==> src/rtl/mdio_master_pkg.sv <==
package mdio_master_pkg;

   typedef enum logic [2:0] {
      ST_IDLE,
      ST_PRE,
      ST_HDR,
      ST_WDAT,
      ST_TA,
      ST_RDAT,
      ST_FLUSH,
      ST_TAIL
   } mdio_seq_e;

   function automatic int unsigned max_u(input int unsigned a, input int unsigned b);
      return (a > b) ? a : b;
   endfunction

endpackage

==> src/rtl/mdc_phase_timer.sv <==
module mdc_phase_timer #(
   parameter int TW = 6
) (
   input  logic          clk,
   input  logic          rst_n,
   input  logic          load,
   input  logic [TW-1:0] load_val,
   output logic          expired
);

   logic [TW-1:0] cnt_q;

   always_ff @(posedge clk or negedge rst_n) begin
      if (!rst_n)
         cnt_q <= '0;
      else if (load)
         cnt_q <= load_val;
      else if (cnt_q != '0)
         cnt_q <= cnt_q - 1'b1;
   end

   assign expired = (cnt_q == '0);

endmodule

==> src/rtl/mdio_rx_shift.sv <==
module mdio_rx_shift #(
   parameter int W = 16
) (
   input  logic         clk,
   input  logic         rst_n,
   input  logic         clr,
   input  logic         shift_en,
   input  logic         bit_in,
   output logic [W-1:0] value
);

   logic [W-1:0] sh_q;

   generate
      if (W == 1) begin : g_single
         always_ff @(posedge clk or negedge rst_n) begin
            if (!rst_n)       sh_q <= '0;
            else if (clr)     sh_q <= '0;
            else if (shift_en) sh_q <= bit_in;
         end
      end else begin : g_multi
         always_ff @(posedge clk or negedge rst_n) begin
            if (!rst_n)       sh_q <= '0;
            else if (clr)     sh_q <= '0;
            else if (shift_en) sh_q <= {sh_q[W-2:0], bit_in};
         end
      end
   endgenerate

   assign value = sh_q;

endmodule

==> src/rtl/mdio_master.sv <==
module mdio_master
   import mdio_master_pkg::*;
#(
   parameter int HALF_CYC    = 25,
   parameter int READ_HI_CYC = 35,
   parameter int PRE_BITS    = 32,
   parameter int FLUSH_BITS  = 32,
   parameter int ADDR_W      = 5,
   parameter int DATA_W      = 16
) (
   input  logic              clk,
   input  logic              rst_n,
   input  logic              start_i,
   input  logic              rd_nwr_i,
   input  logic [ADDR_W-1:0] phy_addr_i,
   input  logic [ADDR_W-1:0] reg_addr_i,
   input  logic [DATA_W-1:0] wr_data_i,
   output logic [DATA_W-1:0] rd_data_o,
   output logic              done_o,
   output logic              err_o,
   output logic              mdc_o,
   output logic              mdio_o,
   output logic              mdio_oe_o,
   input  logic              mdio_i
);

   localparam int HDR_BITS = 4 + 2 * ADDR_W;
   localparam int SR_W     = HDR_BITS + 2 + DATA_W;
   localparam int TMAX     = max_u(HALF_CYC, READ_HI_CYC);
   localparam int TW       = $clog2(TMAX + 1);
   localparam int CMAX     = max_u(max_u(PRE_BITS, FLUSH_BITS), max_u(DATA_W + 2, HDR_BITS));
   localparam int CW       = $clog2(CMAX + 1);

   // elaboration-time parameter checks
   generate
      if (HALF_CYC < 1) begin : g_bad_half
         $error("HALF_CYC must be at least 1");
      end
      if (READ_HI_CYC < 1) begin : g_bad_rdhi
         $error("READ_HI_CYC must be at least 1");
      end
      if (PRE_BITS < 1 || FLUSH_BITS < 1) begin : g_bad_cnt
         $error("PRE_BITS and FLUSH_BITS must be at least 1");
      end
      if (ADDR_W < 1 || DATA_W < 2) begin : g_bad_w
         $error("field widths too small");
      end
   endgenerate

   mdio_seq_e         state;
   logic              phase_hi;
   logic [CW-1:0]     bitcnt;
   logic [SR_W-1:0]   sr;
   logic              op_rd;
   logic              mdc_q, mdo_q, oe_q, done_q, err_q;
   logic [DATA_W-1:0] rd_q;
   logic              busy_w;

   logic              rx_bit;
   logic              tmr_load, tmr_exp;
   logic [TW-1:0]     tmr_val;
   logic              bit_end;
   logic              accept;
   logic [DATA_W-1:0] rx_val;
   logic              rx_shift;

   assign busy_w   = (state != ST_IDLE);
   assign accept   = (state == ST_IDLE) && start_i;
   assign rx_bit   = (state == ST_TA) || (state == ST_RDAT) ||
                     (state == ST_FLUSH) || (state == ST_TAIL);
   assign bit_end  = busy_w && tmr_exp && phase_hi;
   assign tmr_load = accept || (busy_w && tmr_exp);
   assign rx_shift = bit_end && (state == ST_RDAT);

   always_comb begin
      if (busy_w && !phase_hi && rx_bit)
         tmr_val = TW'(READ_HI_CYC - 1);
      else
         tmr_val = TW'(HALF_CYC - 1);
   end

   mdc_phase_timer #(.TW(TW)) u_timer (
      .clk      (clk),
      .rst_n    (rst_n),
      .load     (tmr_load),
      .load_val (tmr_val),
      .expired  (tmr_exp)
   );

   mdio_rx_shift #(.W(DATA_W)) u_rx (
      .clk      (clk),
      .rst_n    (rst_n),
      .clr      (accept),
      .shift_en (rx_shift),
      .bit_in   (mdio_i),
      .value    (rx_val)
   );

   always_ff @(posedge clk or negedge rst_n) begin
      if (!rst_n) begin
         state    <= ST_IDLE;
         phase_hi <= 1'b0;
         bitcnt   <= '0;
         sr       <= '0;
         op_rd    <= 1'b0;
         mdc_q    <= 1'b0;
         mdo_q    <= 1'b0;
         oe_q     <= 1'b0;
         done_q   <= 1'b0;
         err_q    <= 1'b0;
         rd_q     <= '0;
      end else begin
         done_q <= 1'b0;
         if (accept) begin
            state    <= ST_PRE;
            bitcnt   <= CW'(PRE_BITS - 1);
            phase_hi <= 1'b0;
            mdc_q    <= 1'b0;
            oe_q     <= 1'b1;
            mdo_q    <= 1'b1;
            op_rd    <= rd_nwr_i;
            sr       <= {2'b01, (rd_nwr_i ? 2'b10 : 2'b01), phy_addr_i, reg_addr_i,
                         2'b10, wr_data_i};
         end else if (busy_w && tmr_exp && !phase_hi) begin
            mdc_q    <= 1'b1;
            phase_hi <= 1'b1;
         end else if (bit_end) begin
            mdc_q    <= 1'b0;
            phase_hi <= 1'b0;
            bitcnt   <= bitcnt - 1'b1;
            case (state)
               ST_PRE: begin
                  if (bitcnt == '0) begin
                     state  <= ST_HDR;
                     bitcnt <= CW'(HDR_BITS - 1);
                     mdo_q  <= sr[SR_W-1];
                  end
               end
               ST_HDR: begin
                  if (bitcnt == '0 && op_rd) begin
                     state <= ST_TA;
                     oe_q  <= 1'b0;
                     mdo_q <= 1'b0;
                  end else begin
                     sr    <= sr << 1;
                     mdo_q <= sr[SR_W-2];
                     if (bitcnt == '0) begin
                        state  <= ST_WDAT;
                        bitcnt <= CW'(DATA_W + 1);
                     end
                  end
               end
               ST_WDAT: begin
                  if (bitcnt == '0) begin
                     state <= ST_TAIL;
                     oe_q  <= 1'b0;
                     mdo_q <= 1'b0;
                  end else begin
                     sr    <= sr << 1;
                     mdo_q <= sr[SR_W-2];
                  end
               end
               ST_TA: begin
                  if (mdio_i) begin
                     state  <= ST_FLUSH;
                     bitcnt <= CW'(FLUSH_BITS - 1);
                  end else begin
                     state  <= ST_RDAT;
                     bitcnt <= CW'(DATA_W - 1);
                  end
               end
               ST_RDAT: begin
                  if (bitcnt == '0) state <= ST_TAIL;
               end
               ST_FLUSH: begin
                  if (bitcnt == '0) begin
                     state  <= ST_IDLE;
                     done_q <= 1'b1;
                     rd_q   <= '1;
                     err_q  <= 1'b1;
                  end
               end
               ST_TAIL: begin
                  state  <= ST_IDLE;
                  done_q <= 1'b1;
                  err_q  <= 1'b0;
                  if (op_rd) rd_q <= rx_val;
               end
               default: state <= ST_IDLE;
            endcase
         end
      end
   end

   assign mdc_o     = mdc_q;
   assign mdio_o    = mdo_q;
   assign mdio_oe_o = oe_q;
   assign done_o    = done_q;
   assign err_o     = err_q;
   assign rd_data_o = rd_q;

endmodule

==> config.mk <==
export PLATFORM = sky130hd
export DESIGN_NAME = mdio_master
export DESIGN_NICKNAME = d
export VERILOG_FILES = /design/src/rtl/mdio_master_pkg.sv /design/src/rtl/mdc_phase_timer.sv /design/src/rtl/mdio_rx_shift.sv /design/src/rtl/mdio_master.sv
export SDC_FILE = /design/constraint.sdc
export NUM_CORES = 1
export LEC_CHECK = 0
export BUFFER_PORTS_ARGS = -buffer_cell sky130_fd_sc_hd__buf_2
export CAP_MARGIN = 10
export CORE_ASPECT_RATIO = 0.5
export CORE_UTILIZATION = 50
export DETAILED_ROUTE_END_ITERATION = 16
export PLACE_DENSITY = 0.7
export SYNTH_ARGS = -nofsm -noshare
export SYNTH_HDL_FRONTEND = slang
export SYNTH_SLANG_ARGS = --single-unit
==> constraint.sdc <==
create_clock -name clk -period 3.3 [get_ports clk]
set_clock_uncertainty 0.2 [all_clocks]
set_input_delay 0.99 -clock clk [delete_from_list [all_inputs] [get_ports clk]]
set_output_delay 0.99 -clock clk [all_outputs]
set_load 0.02 [all_outputs]
==> metrics.md, run 1 <==
| Metric | Value |
|---|---|
| Status | finished, final reports clean |
| ANT nets after route | 0 |
| Internal power consumption | 1.962 mW |
| Startpoint Class | input port |
| Crit-path max FO | 29 |
| Slew @ Worst Pin | 0.6676 ns |
| Initial cell density of the core | 51.58% |
| Global-route wire length before repair | 15300 um |
| Reg power frac | 44.1% |
| Placer Congestion | 0.9116 |
| Setup Fix Bufs, Post-CTS | 0 |
| RSZ-0062 raised after global routing | false |
| Die H | 69.02 um |
| Clock Tree Buf Depth | 2 |
| Vias in the first global route | 3190 |
| H-tree Lvls | 3 |
| Max rail drop VDD | 0.2370 mV |
| Crit path largest cell delay | 0.66 ns |
| Sink Count | 85 |
| Min cycle time layout | 2.675 ns |
| Synth area leaders | dfrtp_1, mux2_4, mux2_2 |
| Fin util | 60.22% |
| Initial antenna violation count | 0 |
| Final cell count without fillers | 587 |
| Number of synthesized register bits | 85 |
| Share of the synthesized area in the top cell type | 47.35% |
| Slowest cell on crit path | or4b_2 |
| Final Hold Vio Count | 0 |
| Mapped Area | 0.004492 sq mm |
| Largest net degree at the start of global routing | 41 |
| Die X | 136.0 um |
| Setup violators final | 0 |
| Hpwl dp | 5915 um |
| Core ar. | 0.008708 sq mm |
| CTS Buf Count | 9 |
| Post-synthesis cell type count | 65 |
| Via count | 3176 |
| Clock Pin Slew Worst Setup and Hold Paths | 0.06 ns |
| Cell count after synthesis | 414 |
| Main flop type after synthesis | dfrtp_1 |
| Layout cells sized above 1 | 30.00% |
| Pwr Total | 2.417 mW |
| Remaining DRCs | 0 |
| CTS Hold Bufs | 0 |
| Crit path DAT | 2.70 ns |
| Die ar. | 0.009389 sq mm |
| Fin. max-slew vios | 0 |
| Syn Area/Cell | 10.85 sq um |
| Async S/R FF share, synth | 100.0% |
| Achievable Freq | 373.8 MHz |
| Site Rows | 24 |
| Setup CP Type | input port to flip-flop |
| Combinational share of power | 3.3% |
| Initial drt markers | 142 |
| Avg WL per Cell | 15.16 um |
| NetSw | 0.4552 mW |
| Min-Delay Path Class | flip-flop to flip-flop |
| CP Cell Sequence | buf_2 -> or4b_2 -> buf_4 -> mux2_1 -> mux2_4 |
| Vias per inst | 5.411 |
| Max_cap viols | 0 |
| Setup crit end kind | flip-flop |
| Number of synthesized flops with an enable pin | 0 |
| Worst path required time | 3.33 ns |
| Leakage | 2.475 nW |
| Slew headroom | 55.37% |
| Power Dens Cells | 460.9 mW/mm^2 |
| Antenna diode count | 0 |
| Post_cts resized | 0 |
| Worst-Skew Late Latency | 0.34 ns |
| Yosys Warn Count | 0 |
| PortBufs | 51 |
| Placed insts | 571 |
| Total Wirelength | 8899 um |
| Post-Syn Nets | 448 |
| # nets final | 499 |
| Setup TNS | 0 ns |
| Io pins | 52 |
| Fin crit share | 81.06% |
| Sequential fraction of the synthesis area | 47.35% |
| Drt pass-1 iters | 4 |
| Switch share | 18.83% |
| Area Overhead vs Synth | 16.74% |
| CTS tree | built |
| Clk Tree Root Cell | clkbuf_16 |
| Synth area leader | dfrtp_1 |
| GRT Residual Overflow | 0 |
| Gr usage total | 20.96% |
| Clock power share | 52.6% |
[per-stage QoR]
| stage | worst slack, ns | area [sq um] | hold WS, ns |
|---|---|---|---|
| after floorplan | 0.7063 | 4492 | 0.2719 |
| after global placement | 0.3091 | 4862 | 0.2628 |
| after detailed placement | 0.2731 | 4862 | 0.2713 |
| after CTS | 0.6295 | 5244 | 0.2856 |
| after global routing | 0.5848 | 5244 | 0.3133 |
| final | 0.6250 | 5244 | 0.2807 |
[layout by cell type (no fill, tap or decap), types with 11 or more instances in the layout]
| cell | count |
|---|---|
| mux2i_1 | 21 |
| buf_4 | 11 |
| inv_1 | 30 |
| nand2_1 | 46 |
| mux2_2 | 22 |
| o21ai_0 | 32 |
| mux2_4 | 26 |
| buf_2 | 50 |
| nor2_1 | 25 |
| dfrtp_1 | 85 |
[metal layers]
metal	routed length [um]	GRT usage, %	vias up
li1	-	-	1551
met1	4468	30.05	1528
met2	3824	30.51	93
met3	562	6.181	4
met4	44	6.296	0
met5	0	0	-
[power groups by stage]
| stage | Combinational [mW] | Clock [mW] | Sequential [mW] |
|---|---|---|---|
| after floorplan | 0.0338 | 0 | 1.08 |
| after global placement | 0.0794 | 0 | 1.08 |
| after detailed placement | 0.0816 | 0 | 1.09 |
| after CTS | 0.0821 | 1.30 | 1.07 |
| after global routing | 0.0894 | 1.34 | 1.07 |
| final | 0.0798 | 1.27 | 1.07 |
[cells in the mapped netlist, types with 2 or more instances]
cell	number
or3_1	3
nor3_1	8
o31ai_1	3
ha_1	3
a31oi_1	2
a41oi_1	3
nor2_1	25
a22oi_1	2
nand4_1	3
buf_6	8
mux2_1	4
nor2b_1	2
nand2b_1	4
mux2_2	22
and2_1	2
nor3b_1	3
inv_1	30
buf_2	4
o41ai_1	2
o21ai_0	32
nand3_1	6
mux2i_1	21
nand3b_1	2
xnor2_1	3
clkbuf_1	9
nand2_1	46
a21oi_1	9
a211oi_1	2
o21ai_1	2
nor4_1	3
dfrtp_1	85
mux2_4	26
o32a_1	2
o22a_1	2
[worst max-delay path: cells and delay by family]
family | cells | cell delay (ns)
AND/OR/NAND/NOR | 1 | 0.66
multiplexers | 2 | 0.60
buffers and inverters | 2 | 0.42
[kinds of logic (layout without fill, tap and decap cells)]
kind of cell             count (synthesis)  after routing  share of synthesized area [%]
AO/OA/AOI/OAI                           75             75                          11.42
XOR/XNOR                                 4              4                         0.7801
adder cells (fa/ha/maj)                  3              3                         0.8357
buffers and inverters                   53            109                          5.961
flip-flops                              85             85                          47.35
multiplexers                            73             73                          19.89
AND/OR/NAND/NOR                        121            121                          13.76
[flip-flops by register name (all words and copies together) (netlist names)]
signal,count
sr,32
state,3
bitcnt,6
op_rd,1
done_o,1
mdio_oe_o,1
u_rx.value,16
err_o,1
rd_data_o,16
mdio_o,1
mdc_o,1
u_timer.cnt_q,6
[final timing paths]
path	slack [ns]	cells past startpoint	startpoint	to
max in group asynchronous	1.83	2	rst_n	mdc_o
min in group asynchronous	0.43	1	rst_n	rd_data_o[9]
worst max-delay path	0.63	5	start_i	sr[24]
worst min register to register	0.28	1	mdio_oe_o	mdio_oe_o
worst max register to register	0.81	4	state[2]	sr[24]
worst min-delay path	0.28	1	mdio_oe_o	mdio_oe_o
[cell type report]
| cell class | instances | area (sq um) |
|---|---|---|
| Tap cell | 117 | 146.4 |
| Inverter | 30 | 112.6 |
| Clock buffer | 11 | 252.7 |
| Multi-Input combinational cell | 276 | 2103 |
| Clock inverter | 5 | 128.9 |
| Fill cell | 738 | 3465 |
| Timing Repair Buffer | 63 | 372.9 |
| Sequential cell | 85 | 2127 |
Power figures use the tool's default switching activity.
==> run 2, diff against run 1 <==
--- a/config.mk
+++ b/config.mk
@@ -5,12 +5,13 @@
 export SDC_FILE = /design/constraint.sdc
 export NUM_CORES = 1
 export LEC_CHECK = 0
+export ABC_AREA = 1
 export BUFFER_PORTS_ARGS = -buffer_cell sky130_fd_sc_hd__buf_2
 export CAP_MARGIN = 10
 export CORE_ASPECT_RATIO = 0.5
 export CORE_UTILIZATION = 50
 export DETAILED_ROUTE_END_ITERATION = 16
-export PLACE_DENSITY = 0.7
+export PLACE_DENSITY = 0.73
 export SYNTH_ARGS = -nofsm -noshare
 export SYNTH_HDL_FRONTEND = slang
 export SYNTH_SLANG_ARGS = --single-unit
==> constraint.sdc (replaced) <==
create_clock -name clk -period 2.3 [get_ports clk]
set_clock_uncertainty 0.2 [all_clocks]
set_input_delay 0.69 -clock clk [delete_from_list [all_inputs] [get_ports clk]]
set_output_delay 0.69 -clock clk [all_outputs]
set_load 0.02 [all_outputs]
==> run 2 against run 1 <==
Final area is 1.2% higher. Area after synthesis rose by 2.3%. Critical path depth is 5 higher. Via count is 22% higher. Register-to-register slack worse by 0.62 ns. Wire length rose by 7.3%. Core utilization increased by 0.094 points. Count of clock-buffer cells in the layout is 1 lower. Synthesized cell count is 49% higher. First-iteration DRC count increased by 92%. Clock power up 33%. Largest power group is now sequential cells. Highest routed layer unchanged.
==> metrics.md, run 2 <==
| Metric | Value |
|---|---|
| Status | finished, final reports clean (unchanged) |
| Most frequent cells in the layout | nand2_1, dfrtp_1, nand3_1 (was dfrtp_1, buf_2, nand2_1) |
| Final instance area | 0.005306 sq mm (was 0.005244 sq mm) |
| Power Dens Cells | 1097 mW/mm^2 (was 460.9 mW/mm^2) |
| Worst hold slack | 0.2641 ns (was 0.2807 ns) |
| Crit path DAT | 2.14 ns (was 2.70 ns) |
| Layout cells sized above 1 | 16.10% (was 30.00%) |
| Pwr Total | 5.822 mW (was 2.417 mW) |
| Fin util | 60.31% (was 60.22%) |
| H-tree Lvls | 3 (unchanged) |
| GRT Residual Overflow | 0 (unchanged) |
| Largest net degree at the start of global routing | 74 (was 41) |
| Share of the synthesized area in the top cell type | 46.27% (was 47.35%) |
| Min cycle time layout | 2.112 ns |
| Yosys Warn Count | 0 (unchanged) |
| Startpoint Class | flip-flop (was input port) |
| Remaining DRCs | 0 (unchanged) |
| Initial cell density of the core | 52.25% (was 51.58%) |
| Max reg flops | 32 (unchanged) |
| Total Wirelength | 9552 um (was 8899 um) |
| Antenna diode count | 0 (unchanged) |
| Core ar. | 0.008798 sq mm (was 0.008708 sq mm) |
| Met3 usage | 5.775% (was 6.181%) |
| Placed insts | 771 (was 571) |
| Die X | 137.6 um (was 136.0 um) |
| Most frequent cell after synthesis | nand2_1 (was dfrtp_1) |
| PortBufs | 51 (unchanged) |
| Gr usage total | 22.87% (was 20.96%) |
| Setup CP Type | flip-flop to flip-flop (was input port to flip-flop) |
| Clock Pin Slew Worst Setup and Hold Paths | 0.06 ns (about the same) |
| Achievable Freq | 473.4 MHz |
| Site Rows | 24 (unchanged) |
| Sequential fraction of the synthesis area | 46.27% (was 47.35%) |
| Clk Tree Root Cell | clkbuf_16 (unchanged) |
| Leakage | 3.136 nW (was 2.475 nW) |
| # nets final | 700 (was 499) |
| Setup crit end kind | flip-flop (unchanged) |
| Setup TNS | 0 ns (unchanged) |
| Place WS | 0.2152 ns (was 0.2731 ns) |
| Synth top cells by count | nand2_1, dfrtp_1, nand3_1, inv_1, nor2_1 (was dfrtp_1, nand2_1, o21ai_0, inv_1, mux2_4) |
| Initial drt markers | 273 (was 142) |
| Fin. max-slew vios | 0 (unchanged) |
| Placer Congestion | 0.9061 (was 0.9116) |
| ANT nets after route | 0 (unchanged) |
| Via count | 3863 (was 3176) |
| Post-Syn Nets | 651 (was 448) |
| Setup WS post-layout | 0.1877 ns (was 0.6250 ns) |
| Avg WL per Cell | 12.12 um (was 15.16 um) |
| Vias per inst | 4.902 (was 5.411) |
| Vias in the first global route | 3664 (was 3190) |
| Worst path required time | 2.33 ns (was 3.33 ns) |
| Async S/R FF share, synth | 100.0% (unchanged) |
| Global-route wire length before repair | 17080 um (was 15300 um) |
| Cell count after synthesis | 617 (was 414) |
| Post-synthesis cell type count | 31 (was 65) |
| Number of synthesized register bits | 85 (unchanged) |
| Die ar. | 0.009604 sq mm (was 0.009389 sq mm) |
| RSZ-0062 raised after global routing | false (unchanged) |
| Synth area leader | dfrtp_1 (unchanged) |
| Final Hold Vio Count | 0 (unchanged) |
| Commonest non-fill, non-tap cell in the layout | nand2_1 (was dfrtp_1) |
| Biggest register | sr (unchanged) |
| Dpl cell area | 0.004947 sq mm (was 0.004862 sq mm) |
| Die H | 69.80 um (was 69.02 um) |
| Synth area leaders | dfrtp_1, nand2_1, nand3_1 (was dfrtp_1, mux2_4, mux2_2) |
| Sink Count | 85 (unchanged) |
| Crit-path max FO | 24 (was 29) |
| Io pins | 52 (unchanged) |
| Number of synthesized flops with an enable pin | 0 (unchanged) |
| Final cell count without fillers | 788 (was 587) |
| Slew headroom | 70.19% (was 55.37%) |
| Global routing met2 resource utilization | 36.57% (was 30.51%) |
| Slew @ Worst Pin | 0.4425 ns (was 0.6676 ns) |
| Main flop type after synthesis | dfrtp_1 (unchanged) |
| Met1 Usage GRT | 30.22% (was 30.05%) |
| CTS tree | built (unchanged) |
| CTS Buf Count | 9 (unchanged) |
| Fin crit share | 91.84% |
| Drt pass-1 iters | 4 (unchanged) |
| Setup violators final | 0 (unchanged) |
| Max rail drop VDD | 0.4389 mV (was 0.2370 mV) |
| Area Overhead vs Synth | 15.43% (was 16.74%) |
| Syn Area/Cell | 7.450 sq um (was 10.85 sq um) |
| GRT Max-Usage Layer | met2 (unchanged) |
| Min-Delay Path Class | flip-flop to flip-flop (unchanged) |
| Post_cts resized | 0 (unchanged) |
| Mapped Area | 0.004597 sq mm (was 0.004492 sq mm) |
| Max_cap viols | 0 (unchanged) |
| Initial antenna violation count | 0 (unchanged) |
| Clock Tree Buf Depth | 2 (unchanged) |
| Worst-Skew Late Latency | 0.34 ns (about the same) |
| Hpwl dp | 6267 um (was 5915 um) |
-- run 2: path summary, 6_finish.rpt --
path / startpoint / endpoint / slack, ns / cells after the start
setup / recovery: u_timer.cnt_q[0] / sr[9] / 0.19 / 10
hold / removal: sr[29] / sr[29] / 0.26 / 2
setup reg to reg: u_timer.cnt_q[0] / sr[9] / 0.19 / 10
hold reg to reg: sr[29] / sr[29] / 0.26 / 2
max in group asynchronous: rst_n / sr[11] / 0.72 / 3
min in group asynchronous: rst_n / rd_data_o[10] / 0.55 / 2
-- run 2: critical path: stages, from the launching register on --
cell	delay, ns
dfrtp_1	0.36
inv_1	0.13
ha_1	0.21
nand3_2	0.15
nor2_8	0.17
nand3_4	0.11
nand2_4	0.18
nand2_2	0.17
buf_12	0.20
nand2_1	0.07
nand2_1	0.06
-- run 2: cell families (layout without fill, tap and decap cells) --
group / count (synthesis) / in the layout / share of synthesized area (%)
buf+inv: 99 / 153 / 9.771
flops: 85 / 85 / 46.27
compound gates: 37 / 37 / 4.328
fa+ha+maj: 3 / 3 / 0.8166
simple gates: 388 / 388 / 37.86
xor+xnor: 5 / 5 / 0.9526
-- run 2: where the power goes --
part / internal, mW / leakage (nW) / total [mW] / switching, mW
Clock: 1.09 / 0.165 / 1.69 / 0.603
Sequential: 1.82 / 1.11 / 2.07 / 0.253
Combinational: 0.708 / 1.86 / 2.06 / 1.35
-- run 2: area by class of cell --
cell class,instances,area [sq um]
tap,117,146.4
clock inverter,6,110.1
clock buffer,10,239.0
inverter,76,285.3
multi-input combinational,433,2026
timing repair buffer,61,372.9
fill,830,3492
sequential,85,2127
-- run 2: timing repair --
item | CTS | global route
hold endpoints to repair | 12 | 0
endpoints found under the setup margin | 0 | 0
buffers inserted | 0 | 0
hold buffers | 1 | 0
-- run 2: layer usage --
layer  routed length (um)  up-vias
met2                 4268       85
li1                     -     2002
met3                  435       17
met1                 4689     1759
met5                    0        -
met4                  158        0
